<file path="src/rtl/t1rbs_pkg.sv">
`timescale 1ns/1ps
package t1rbs_pkg;

  localparam int SLOT_BITS  = 8;
  localparam int CHANNELS   = 24;
  localparam int FRAME_LEN  = 1 + CHANNELS * SLOT_BITS;
  localparam int SIG_KINDS  = 4;
  localparam int GROUPS     = CHANNELS / SLOT_BITS;
  localparam int NUM_REGS   = SIG_KINDS * GROUPS;
  localparam int ROB_STRIDE = 6;
  localparam int D4_FRAMES  = 12;
  localparam int ESF_FRAMES = 24;
  localparam int POS_W      = $clog2(FRAME_LEN + 1);
  localparam int FRM_W      = $clog2(ESF_FRAMES + 1);
  localparam int CH_W       = $clog2(CHANNELS);
  localparam int SIG_W      = $clog2(SIG_KINDS);

  typedef logic [SIG_KINDS-1:0][CHANNELS-1:0] sig_bank_t;

  // position inside the frame is the last bit of some channel slot
  function automatic logic slot_lsb(input logic [POS_W-1:0] pos);
    return (pos != '0) && (int'(pos) <= CHANNELS * SLOT_BITS) &&
           ((int'(pos) % SLOT_BITS) == 0);
  endfunction

  // frame number carries robbed bits in the selected format
  function automatic logic robbed_frame(input logic [FRM_W-1:0] frm, input logic esf);
    int lim;
    lim = esf ? ESF_FRAMES : D4_FRAMES;
    return (frm != '0) && ((int'(frm) % ROB_STRIDE) == 0) && (int'(frm) <= lim);
  endfunction

  // frame 6 -> A, 12 -> B, 18 -> C, 24 -> D
  function automatic logic [SIG_W-1:0] sig_of_frame(input logic [FRM_W-1:0] frm);
    return SIG_W'(int'(frm) / ROB_STRIDE - 1);
  endfunction

  // slot-final position -> zero-based channel
  function automatic logic [CH_W-1:0] chan_of_pos(input logic [POS_W-1:0] pos);
    return CH_W'(int'(pos) / SLOT_BITS - 1);
  endfunction

  // host byte k: signal k/GROUPS, channel group k%GROUPS, low channel in bit 0
  function automatic logic [SLOT_BITS-1:0] reg_view(input sig_bank_t bank, input int k);
    int s;
    int g;
    s = k / GROUPS;
    g = k % GROUPS;
    return bank[s][g*SLOT_BITS +: SLOT_BITS];
  endfunction

endpackage

</file>
<file path="src/rtl/t1rbs_locator.sv">
`timescale 1ns/1ps
module t1rbs_locator
  import t1rbs_pkg::*;
(
  input  logic             clk,
  input  logic             rst_n,
  input  logic             frame_sync,
  input  logic             mf_sync,
  input  logic             esf_mode,
  input  logic             sync_lost,
  output logic             cap_en,
  output logic [SIG_W-1:0] cap_sig,
  output logic [CH_W-1:0]  cap_ch,
  output logic             mf_edge,
  output logic             commit
);

  logic [POS_W-1:0] pos_q, cur_pos;
  logic [FRM_W-1:0] frm_q, cur_frm;
  logic             armed_q;

  always_comb begin
    mf_edge = frame_sync & mf_sync;
    if (frame_sync)  cur_pos = '0;
    else if (&pos_q) cur_pos = pos_q;
    else             cur_pos = pos_q + POS_W'(1);
    if (mf_edge)                      cur_frm = FRM_W'(1);
    else if (frame_sync && !(&frm_q)) cur_frm = frm_q + FRM_W'(1);
    else                              cur_frm = frm_q;
    cap_en  = armed_q && slot_lsb(cur_pos) && robbed_frame(cur_frm, esf_mode);
    cap_sig = sig_of_frame(cur_frm);
    cap_ch  = chan_of_pos(cur_pos);
    commit  = mf_edge && armed_q && !sync_lost;
  end

  always_ff @(posedge clk) begin
    if (!rst_n) begin
      pos_q   <= '0;
      frm_q   <= '0;
      armed_q <= 1'b0;
    end else begin
      pos_q <= cur_pos;
      frm_q <= cur_frm;
      if (mf_edge) armed_q <= 1'b1;
    end
  end

  assert_no_cap_on_framing_R3: assert property (@(posedge clk) disable iff (!rst_n)
    frame_sync |-> !cap_en);
  assert_frame_restart_R3: assert property (@(posedge clk) disable iff (!rst_n)
    mf_edge |=> (frm_q == FRM_W'(1)));
  assert_no_commit_lost_R6: assert property (@(posedge clk) disable iff (!rst_n)
    sync_lost |-> !commit);

endmodule

</file>
<file path="src/rtl/t1rbs_bank.sv">
`timescale 1ns/1ps
module t1rbs_bank
  import t1rbs_pkg::*;
(
  input  logic             clk,
  input  logic             rst_n,
  input  logic             cap_en,
  input  logic [SIG_W-1:0] cap_sig,
  input  logic [CH_W-1:0]  cap_ch,
  input  logic             cap_bit,
  input  logic             commit,
  input  logic             esf_mode,
  output sig_bank_t        vis
);

  sig_bank_t           shadow_q;
  sig_bank_t           vis_q;
  logic [CHANNELS-1:0] nxt [SIG_KINDS];

  always_ff @(posedge clk) begin
    if (!rst_n)      shadow_q <= '0;
    else if (cap_en) shadow_q[cap_sig][cap_ch] <= cap_bit;
  end

  // A/B slots always load from the shadow; C/D slots pick by format
  for (genvar s = 0; s < SIG_KINDS; s++) begin : g_slot
    if (s < 2) begin : g_ab
      assign nxt[s] = shadow_q[s];
    end else begin : g_cd
      assign nxt[s] = esf_mode ? shadow_q[s] : vis_q[s-2];
    end
  end

  always_ff @(posedge clk) begin
    if (!rst_n) vis_q <= '0;
    else if (commit) begin
      for (int s = 0; s < SIG_KINDS; s++) vis_q[s] <= nxt[s];
    end
  end

  assign vis = vis_q;

  assert_hold_between_R4: assert property (@(posedge clk) disable iff (!rst_n)
    !commit |=> $stable(vis_q));
  assert_d4_fill_R5: assert property (@(posedge clk) disable iff (!rst_n)
    (commit && !esf_mode) |=> (vis_q[2] == $past(vis_q[0])) && (vis_q[3] == $past(vis_q[1])));
  assert_no_cap_at_commit_R4: assert property (@(posedge clk) disable iff (!rst_n)
    commit |-> !cap_en);

endmodule

</file>
<file path="src/rtl/t1rbs_hostport.sv">
`timescale 1ns/1ps
module t1rbs_hostport
  import t1rbs_pkg::*;
#(
  parameter int ADDR_W    = 8,
  parameter int BASE_ADDR = 'h60,
  parameter int STAT_ADDR = 'h6F
) (
  input  logic                 clk,
  input  logic                 rst_n,
  input  sig_bank_t            vis,
  input  logic [ADDR_W-1:0]    addr,
  input  logic                 rd,
  input  logic                 wr,
  input  logic [SLOT_BITS-1:0] wdata,
  input  logic                 set_evt,
  output logic [SLOT_BITS-1:0] rdata,
  output logic                 irq
);

  logic irq_q;
  logic in_win;
  logic is_stat;
  logic clear_req;

  always_comb begin
    in_win    = (int'(addr) >= BASE_ADDR) && (int'(addr) < BASE_ADDR + NUM_REGS);
    is_stat   = (int'(addr) == STAT_ADDR);
    clear_req = is_stat && (rd || (wr && wdata[0]));
    rdata     = '0;
    if (in_win)       rdata = reg_view(vis, int'(addr) - BASE_ADDR);
    else if (is_stat) rdata = {{(SLOT_BITS-1){1'b0}}, irq_q};
  end

  always_ff @(posedge clk) begin
    if (!rst_n)         irq_q <= 1'b0;
    else if (set_evt)   irq_q <= 1'b1;
    else if (clear_req) irq_q <= 1'b0;
  end

  assign irq = irq_q;

  assert_set_wins_R7: assert property (@(posedge clk) disable iff (!rst_n)
    set_evt |=> irq_q);
  assert_sticky_R7: assert property (@(posedge clk) disable iff (!rst_n)
    (irq_q && !clear_req) |=> irq_q);
  assert_cleared_R7: assert property (@(posedge clk) disable iff (!rst_n)
    (clear_req && !set_evt) |=> !irq_q);
  assert_no_spurious_R7: assert property (@(posedge clk) disable iff (!rst_n)
    (!irq_q && !set_evt) |=> !irq_q);

endmodule

</file>
<file path="src/rtl/t1_rbs_receiver.sv">
`timescale 1ns/1ps
module t1_rbs_receiver
  import t1rbs_pkg::*;
#(
  parameter int ADDR_W    = 8,
  parameter int BASE_ADDR = 'h60,
  parameter int STAT_ADDR = 'h6F
) (
  input  logic                 clk,
  input  logic                 rst_n,
  input  logic                 ser_in,
  input  logic                 frame_sync,
  input  logic                 mf_sync,
  input  logic                 esf_mode,
  input  logic                 sync_lost,
  input  logic                 force_ones,
  input  logic [ADDR_W-1:0]    host_addr,
  input  logic                 host_rd,
  input  logic                 host_wr,
  input  logic [SLOT_BITS-1:0] host_wdata,
  output logic [SLOT_BITS-1:0] host_rdata,
  output logic                 ser_out,
  output logic                 mf_irq
);

  logic             cap_en;
  logic [SIG_W-1:0] cap_sig;
  logic [CH_W-1:0]  cap_ch;
  logic             mf_edge;
  logic             commit;
  sig_bank_t        vis_w;
  logic             ser_q;

  t1rbs_locator u_loc (
    .clk(clk), .rst_n(rst_n), .frame_sync(frame_sync), .mf_sync(mf_sync),
    .esf_mode(esf_mode), .sync_lost(sync_lost), .cap_en(cap_en),
    .cap_sig(cap_sig), .cap_ch(cap_ch), .mf_edge(mf_edge), .commit(commit)
  );

  t1rbs_bank u_bank (
    .clk(clk), .rst_n(rst_n), .cap_en(cap_en), .cap_sig(cap_sig),
    .cap_ch(cap_ch), .cap_bit(ser_in), .commit(commit),
    .esf_mode(esf_mode), .vis(vis_w)
  );

  t1rbs_hostport #(.ADDR_W(ADDR_W), .BASE_ADDR(BASE_ADDR), .STAT_ADDR(STAT_ADDR)) u_host (
    .clk(clk), .rst_n(rst_n), .vis(vis_w), .addr(host_addr), .rd(host_rd),
    .wr(host_wr), .wdata(host_wdata), .set_evt(commit),
    .rdata(host_rdata), .irq(mf_irq)
  );

  // one-clock pass-through; robbed positions optionally overwritten
  always_ff @(posedge clk) begin
    if (!rst_n) ser_q <= 1'b0;
    else        ser_q <= ser_in | (force_ones & cap_en);
  end

  assign ser_out = ser_q;

  assert_passthru_R8: assert property (@(posedge clk) disable iff (!rst_n)
    !force_ones |=> (ser_out == $past(ser_in)));
  assert_forced_one_R9: assert property (@(posedge clk) disable iff (!rst_n)
    (force_ones && cap_en) |=> ser_out);
  assert_freeze_R6: assert property (@(posedge clk) disable iff (!rst_n)
    (sync_lost && mf_edge) |=> ($stable(vis_w) && !$rose(mf_irq)));
  assert_irq_follows_R7: assert property (@(posedge clk) disable iff (!rst_n)
    $rose(mf_irq) |-> $past(commit));

endmodule

</file>
<file path="config.mk">
export PLATFORM = sky130hd
export DESIGN_NAME = t1_rbs_receiver
export DESIGN_NICKNAME = d
export VERILOG_FILES = /design/src/rtl/t1rbs_pkg.sv /design/src/rtl/t1rbs_locator.sv /design/src/rtl/t1rbs_bank.sv /design/src/rtl/t1rbs_hostport.sv /design/src/rtl/t1_rbs_receiver.sv
export SDC_FILE = /design/constraint.sdc
export NUM_CORES = 1
export LEC_CHECK = 0
export ABC_AREA = 1
export BUFFER_PORTS_ARGS = -buffer_cell sky130_fd_sc_hd__buf_2
export CAP_MARGIN = 40
export CORE_MARGIN = 2
export CORE_UTILIZATION = 45
export CTS_CLUSTER_DIAMETER = 150
export DETAILED_ROUTE_END_ITERATION = 8
export MAX_ROUTING_LAYER = met4
export PLACE_DENSITY = 0.59
export SLEW_MARGIN = 15
export SYNTH_ARGS = -nofsm -noshare
export SYNTH_HDL_FRONTEND = slang
export SYNTH_SLANG_ARGS = --single-unit
</file>
<file path="constraint.sdc">
create_clock -name clk -period 16.7 [get_ports clk]
set_clock_uncertainty 0.05 [all_clocks]
set_input_delay 1.67 -clock clk [delete_from_list [all_inputs] [get_ports clk]]
set_output_delay 1.67 -clock clk [all_outputs]
set_load 0.02 [all_outputs]
</file>
After elaboration in Yosys (flattened, before gate mapping)

Cells that the tools add are included.

Bits in registers: 208
Bits in latches: 0
Bits in writable memories: 0
ROM bits: 0
Input port bits: 26
Output and inout bits: 10
Word-level logic and storage cells: 79
Memories kept: 0

Add/subtract/negate cells: 5
Multiply operators: 0
Divide/modulo/power cells: 4
Order comparisons: 9
Equal/unequal tests: 1
Shift-type cells: 1
Mux-type cells: 19
Bitwise logic cells: 3
Reductions and logical operators: 24

Operators with widths:

| kind                  | count |
|---|---|
| $mux 24               | 5 |
| $bwmux 96             | 1 |
| $logic_not 32->1      | 2 |
| $bmux 24 s2           | 1 |
| $demux 24 s2          | 1 |
| $div 32x3->32 const B | 1 |
| $div 6x4->32 const B  | 1 |
| $le 6x32->1           | 1 |
| $lt 32x4->1 const B   | 1 |
| $mod 32x3->32 const B | 1 |
| $mod 6x4->32 const B  | 1 |
| $shiftx 24x32->8      | 1 |
| $mux 8                | 3 |
| $mux 5                | 3 |
| $logic_and 1x1->1     | 14 |
| $sub 8x7->9 const B   | 1 |
| $add 8x1->8 const B   | 1 |
| $eq 8x8->1 const B    | 1 |
| $ge 8x7->1 const B    | 1 |
| $le 8x8->1 const B    | 1 |
| $lt 8x7->1 const B    | 1 |
| $reduce_and 8->1      | 1 |
| $reduce_bool 8->1     | 1 |
| $lt 5x6->1 const B    | 1 |
| other kinds (15)      | 20 |

Longest topological paths before layout

Word-level depth: 12
Mapped depth: 44
Mapped depth without buffers: 43

Cells and area by module

From an unflattened synthesis, not the netlist that was laid out.

Cell total of the unflattened synthesis: 1756
Area total of the unflattened synthesis: 11438.5 µm²

Modules (own cells, without submodules):

| module          | times used | cells each | area an instance (µm²) | seq. area each (µm²) |
|---|---|---|---|---|
| t1rbs_bank      | 1          | 1124       | 7951.4                 | 3843.7 |
| t1rbs_hostport  | 1          | 458        | 2356.0                 | 20.0 |
| t1rbs_locator   | 1          | 169        | 1091.0                 | 280.3 |
| t1_rbs_receiver | 1          | 5          | 40.0                   | 20.0 |

Least setup slack after synthesis

Ideal clock, no wire load.

Kind: input to output
From: input port host_addr[5]
To: output port host_rdata[1]
Arrival: 6.638 ns
Path slack: 8.342 ns
Stages: 40
Path buffers: 1
Path through: ha_1 > inv_1 > ha_1 > inv_1 > nor2_1 > nand2_1 > nor3_2 > inv_2 > nand3_1 > nand2_1 > nand2_1 > nand3_2 > nand3_1 > nand3_2 > nand2_1 > nand2_1 > nand2_1 > inv_1 > (+4 left out) > nand2_2 > ha_1 > nor2_4 > nand2_4 > xor2_1 > ha_1 > inv_1 > nand3_4 > nor2_4 > xor2_2 > buf_2 > ha_1 > or2_2 > nand2_1 > nand3_1 > nand2_1 > nand2_1 > a21oi_2

Cells in the longest elaborated chain, start to end: 7
Elaborated cells between the ends (all ways): 11

Ends and longest elaborated chain:

| element                                    | RTL line              | source |
|---|---|---|
| start: declaration                         | t1_rbs_receiver.sv:17 | `input logic [ADDR_W-1:0] host_addr,` |
| $sub 8x7->9                                | t1rbs_hostport.sv:31  | `if (in_win) rdata = reg_view(vis, int'(addr) - BASE_ADDR);` |
| $div 32x3->32                              | t1rbs_pkg.sv:47       | `s = k / GROUPS;` |
| $bmux 24 s2                                | t1rbs_pkg.sv:49       | `return bank[s][g*SLOT_BITS +: SLOT_BITS];` |
| $mux 24 (not written as such) (2 in a row) | t1rbs_pkg.sv:49       |  |
| $shiftx 24x32->8                           | t1rbs_pkg.sv:49       |  |
| $mux 8 *                                   | t1rbs_hostport.sv:31  |  |
| end: declaration                           | t1_rbs_receiver.sv:21 | `output logic [SLOT_BITS-1:0] host_rdata,` |

Every way passes the cells marked *; elsewhere a longest branch is shown, timed or not. The select of a mux whose other input is x is not followed.

Final worst setup path

From: input port host_addr[5]
To: output port host_rdata[3]

Same word-level chain as after synthesis.

==> results.ini <==
[run_status]
status = finished clean

[worst_setup_path]
crit_path_end_kind = primary output
worstPathArrival_ns = 8.22
worstPathMaxFanout = 74
crit_type = in -> out
crit_top_cell = nand2_1
slowest_delay_ns = 0.66
worstSetupStartpointType = input port
required_ns = 14.98
crit_slowest_cell = buf_4

[synth]
synth_cell_type_count = 44
yosysMostFrequentCell = nand2_1
netlist_area_um2 = 10540
ys.flop_type = dfxtp_1
synth_nets = 1512
syn_avg_cell_area_um2 = 7.175
ys_seq_area_share_pct = 39.51
synth.top_cell.area_share_pct = 39.51
synth_area_leaders = dfxtp_1 (40%), nand2_1 (10%), o21ai_0 (7.6%), a21oi_1 (6.5%), a311oi_1 (6.1%)
synth_top_cell_by_area = dfxtp_1
ys_ff_latch = 208
synth_common_cells = nand2_1 (292), dfxtp_1 (208), o21ai_0 (160), a21oi_1 (136), inv_1 (133)
synthCells = 1469
synth_warnings = 0
synth_edf_count = 0
synth-async-reset-ratio_pct = 0

[timing]
hold_violations = 0
rsz0062_at_grt = false
slew_headroom_pct = 41.47
worst_slew_pin_slew_ns = 0.8773
max_freq_mhz = 100.6
finalMaxSlewViolations = 0
layout_setup_ws_ns = 6.760
min_period_ns = 9.940
finalSetupTns_ns = 0
period_share_pct = 59.52
setup_violations = 0

[placement]
placedCellCount = 1736
placed_cell_area_um2 = 10840
hpwl_um = 16580
io_buffers = 28
routabilityCongestion = 0.8027
dp_slack_ns = 6.750

[die]
die_h_um = 157.0
num_rows = 56
core_um2 = 23260
start_util_pct = 45.31
ios = 36
die_area_um2 = 24660
dieWidth_um = 157.0

[power_and_ir_drop]
clock_power_share_pct = 35.0
switching_share_pct = 36.73
p_seq_share_pct = 34.4
p_int_w = 0.0009305
p_sw_w = 0.0005401
power.leakage_nw = 4.434
p_comb_share_pct = 30.6
cellPowerDensity_nw_per_um2 = 126.6
ir_drop_uv = 74.95

[final_layout]
fin_nets = 1486
layout-drive-gt1-share_pct = 10.01
area_delta_synth_final_pct = 10.23
fin_cells = 1778
regArea_um2 = 4164
multi_input_comb_area_um2 = 5430
antenna_cells = 0
final_area_um2 = 11620
fillers = 2411

[drt]
vias_per_cell = 5.422
drc = 0
routed_wl_um = 28600
dr.pass1.iters = 5
detail_route.wl_per_cell_um = 16.09
drtAntennaViolNets = 0
vias = 9641
drtIter0Drc = 722

[clocking]
cts_sinks = 208
path_clk_slew_ns = 0.06
cts_setup_buffers = 0
clkLatencyLatePin_ns = 0.52
htreeDepth = 1
cts_made_buffers = 24
postCtsResizedCells = 0
cts_tree = yes
cts_hold_buf = 0
cts_root_buf = clkbuf_16
clk_path_buf_depth = 3

[global_route]
grt_pass1_vias = 8830
grt_pass1_wl_um = 46660
antenna_found_initial = 0
overflow = 0
grt_max_degree = 81
groute.usage.overall_pct = 24.16

[flow_run]
maxCapViolCount = 0

[hold_path]
hold_path_class = reg -> reg

cell type report:
class | instances | area share [%]
clock buffer | 36 | 6.160
clock inverter | 6 | 0.5708
inverter | 146 | 4.717
multi-input combinational | 1020 | 46.74
sequential | 208 | 35.84
tap | 319 | 3.435
timing repair buffer | 43 | 2.541
power groups by stage:
stage | logic, W | registers, W | clock network [W]
6_report | 0.000450 | 0.000505 | 0.000515
5_1_grt | 0.000500 | 0.000506 | 0.000549
4_1_cts | 0.000452 | 0.000505 | 0.000527
3_5_place_dp | 0.000450 | 0.000516 | 0
3_3_place_gp | 0.000445 | 0.000516 | 0
2_1_floorplan | 0.000331 | 0.000516 | 0
metal layers:
metal | GRT usage (%) | vias up | part of all wire [%] | wire (µm)
met2 | 40.77 | 195 | 47 | 13450
met5 | - | - | 0 | 0
met4 | 4.459 | 0 | 1.1 | 324
li1 | - | 4992 | - | -
met3 | 2.946 | 32 | 4.6 | 1323
met1 | 31.53 | 4422 | 47 | 13500
stage by stage:
stage | hold slack (ns) | util (%) | power (W)
global route | 0.4121 | 49.95 | 0.001554
floorplan | 0.3735 | - | 0.0008472
detailed placement | 0.3874 | 46.58 | 0.0009663
global placement | 0.3843 | 46.35 | 0.0009612
CTS | 0.3900 | 49.95 | 0.001484
finish | 0.3896 | 49.95 | 0.001471
worst max-delay path: cells and delay by family:
family / cells / cell delay [ns]
AND/OR/NAND/NOR: 26 / 3.21
buffers and inverters: 9 / 1.48
adder cells (fa/ha/maj): 6 / 1.42
AO/OA/AOI/OAI: 1 / 0.24
XOR/XNOR: 1 / 0.20
logic make-up (layout without fill, tap and decap cells):
kind of cell	Yosys count	after routing	synth area share, %
buffers and inverters	241	231	9.022
adder cells (fa/ha/maj)	17	17	2.018
AO/OA/AOI/OAI	458	458	26.20
XOR/XNOR	10	10	0.9023
AND/OR/NAND/NOR	535	535	22.35
flip-flops	208	208	39.51
final timing paths:
path,startpoint,to,slack [ns],cells after the start
worst min-delay path,u_bank.nxt[67],u_bank.vis[43],0.39,2
worst min register to register,u_bank.nxt[67],u_bank.vis[43],0.39,2
worst max-delay path,host_addr[5],host_rdata[3],6.76,43
worst max register to register,u_loc.frm_q[0],u_bank.shadow_q[70],11.96,26
placed cells by master, fill, tap and decap left out, types with 27 or more instances in the layout:
master    instances
nand3_1          57
o21ai_0         160
nor2_1          114
a21oi_1         136
buf_2            27
nand2_1         292
a31oi_1          47
a311oi_1         73
dfxtp_1         208
inv_1           132
registers in the layout, summed over array words and instances (netlist names):
register,count
u_bank.shadow_q,48
u_loc.armed_q,1
u_bank.vis,96
ser_out,1
u_bank.nxt,48
u_host.irq,1
u_loc.pos_q,8
u_loc.frm_q,5
No activity file was read; power rests on OpenSTA's default activity.
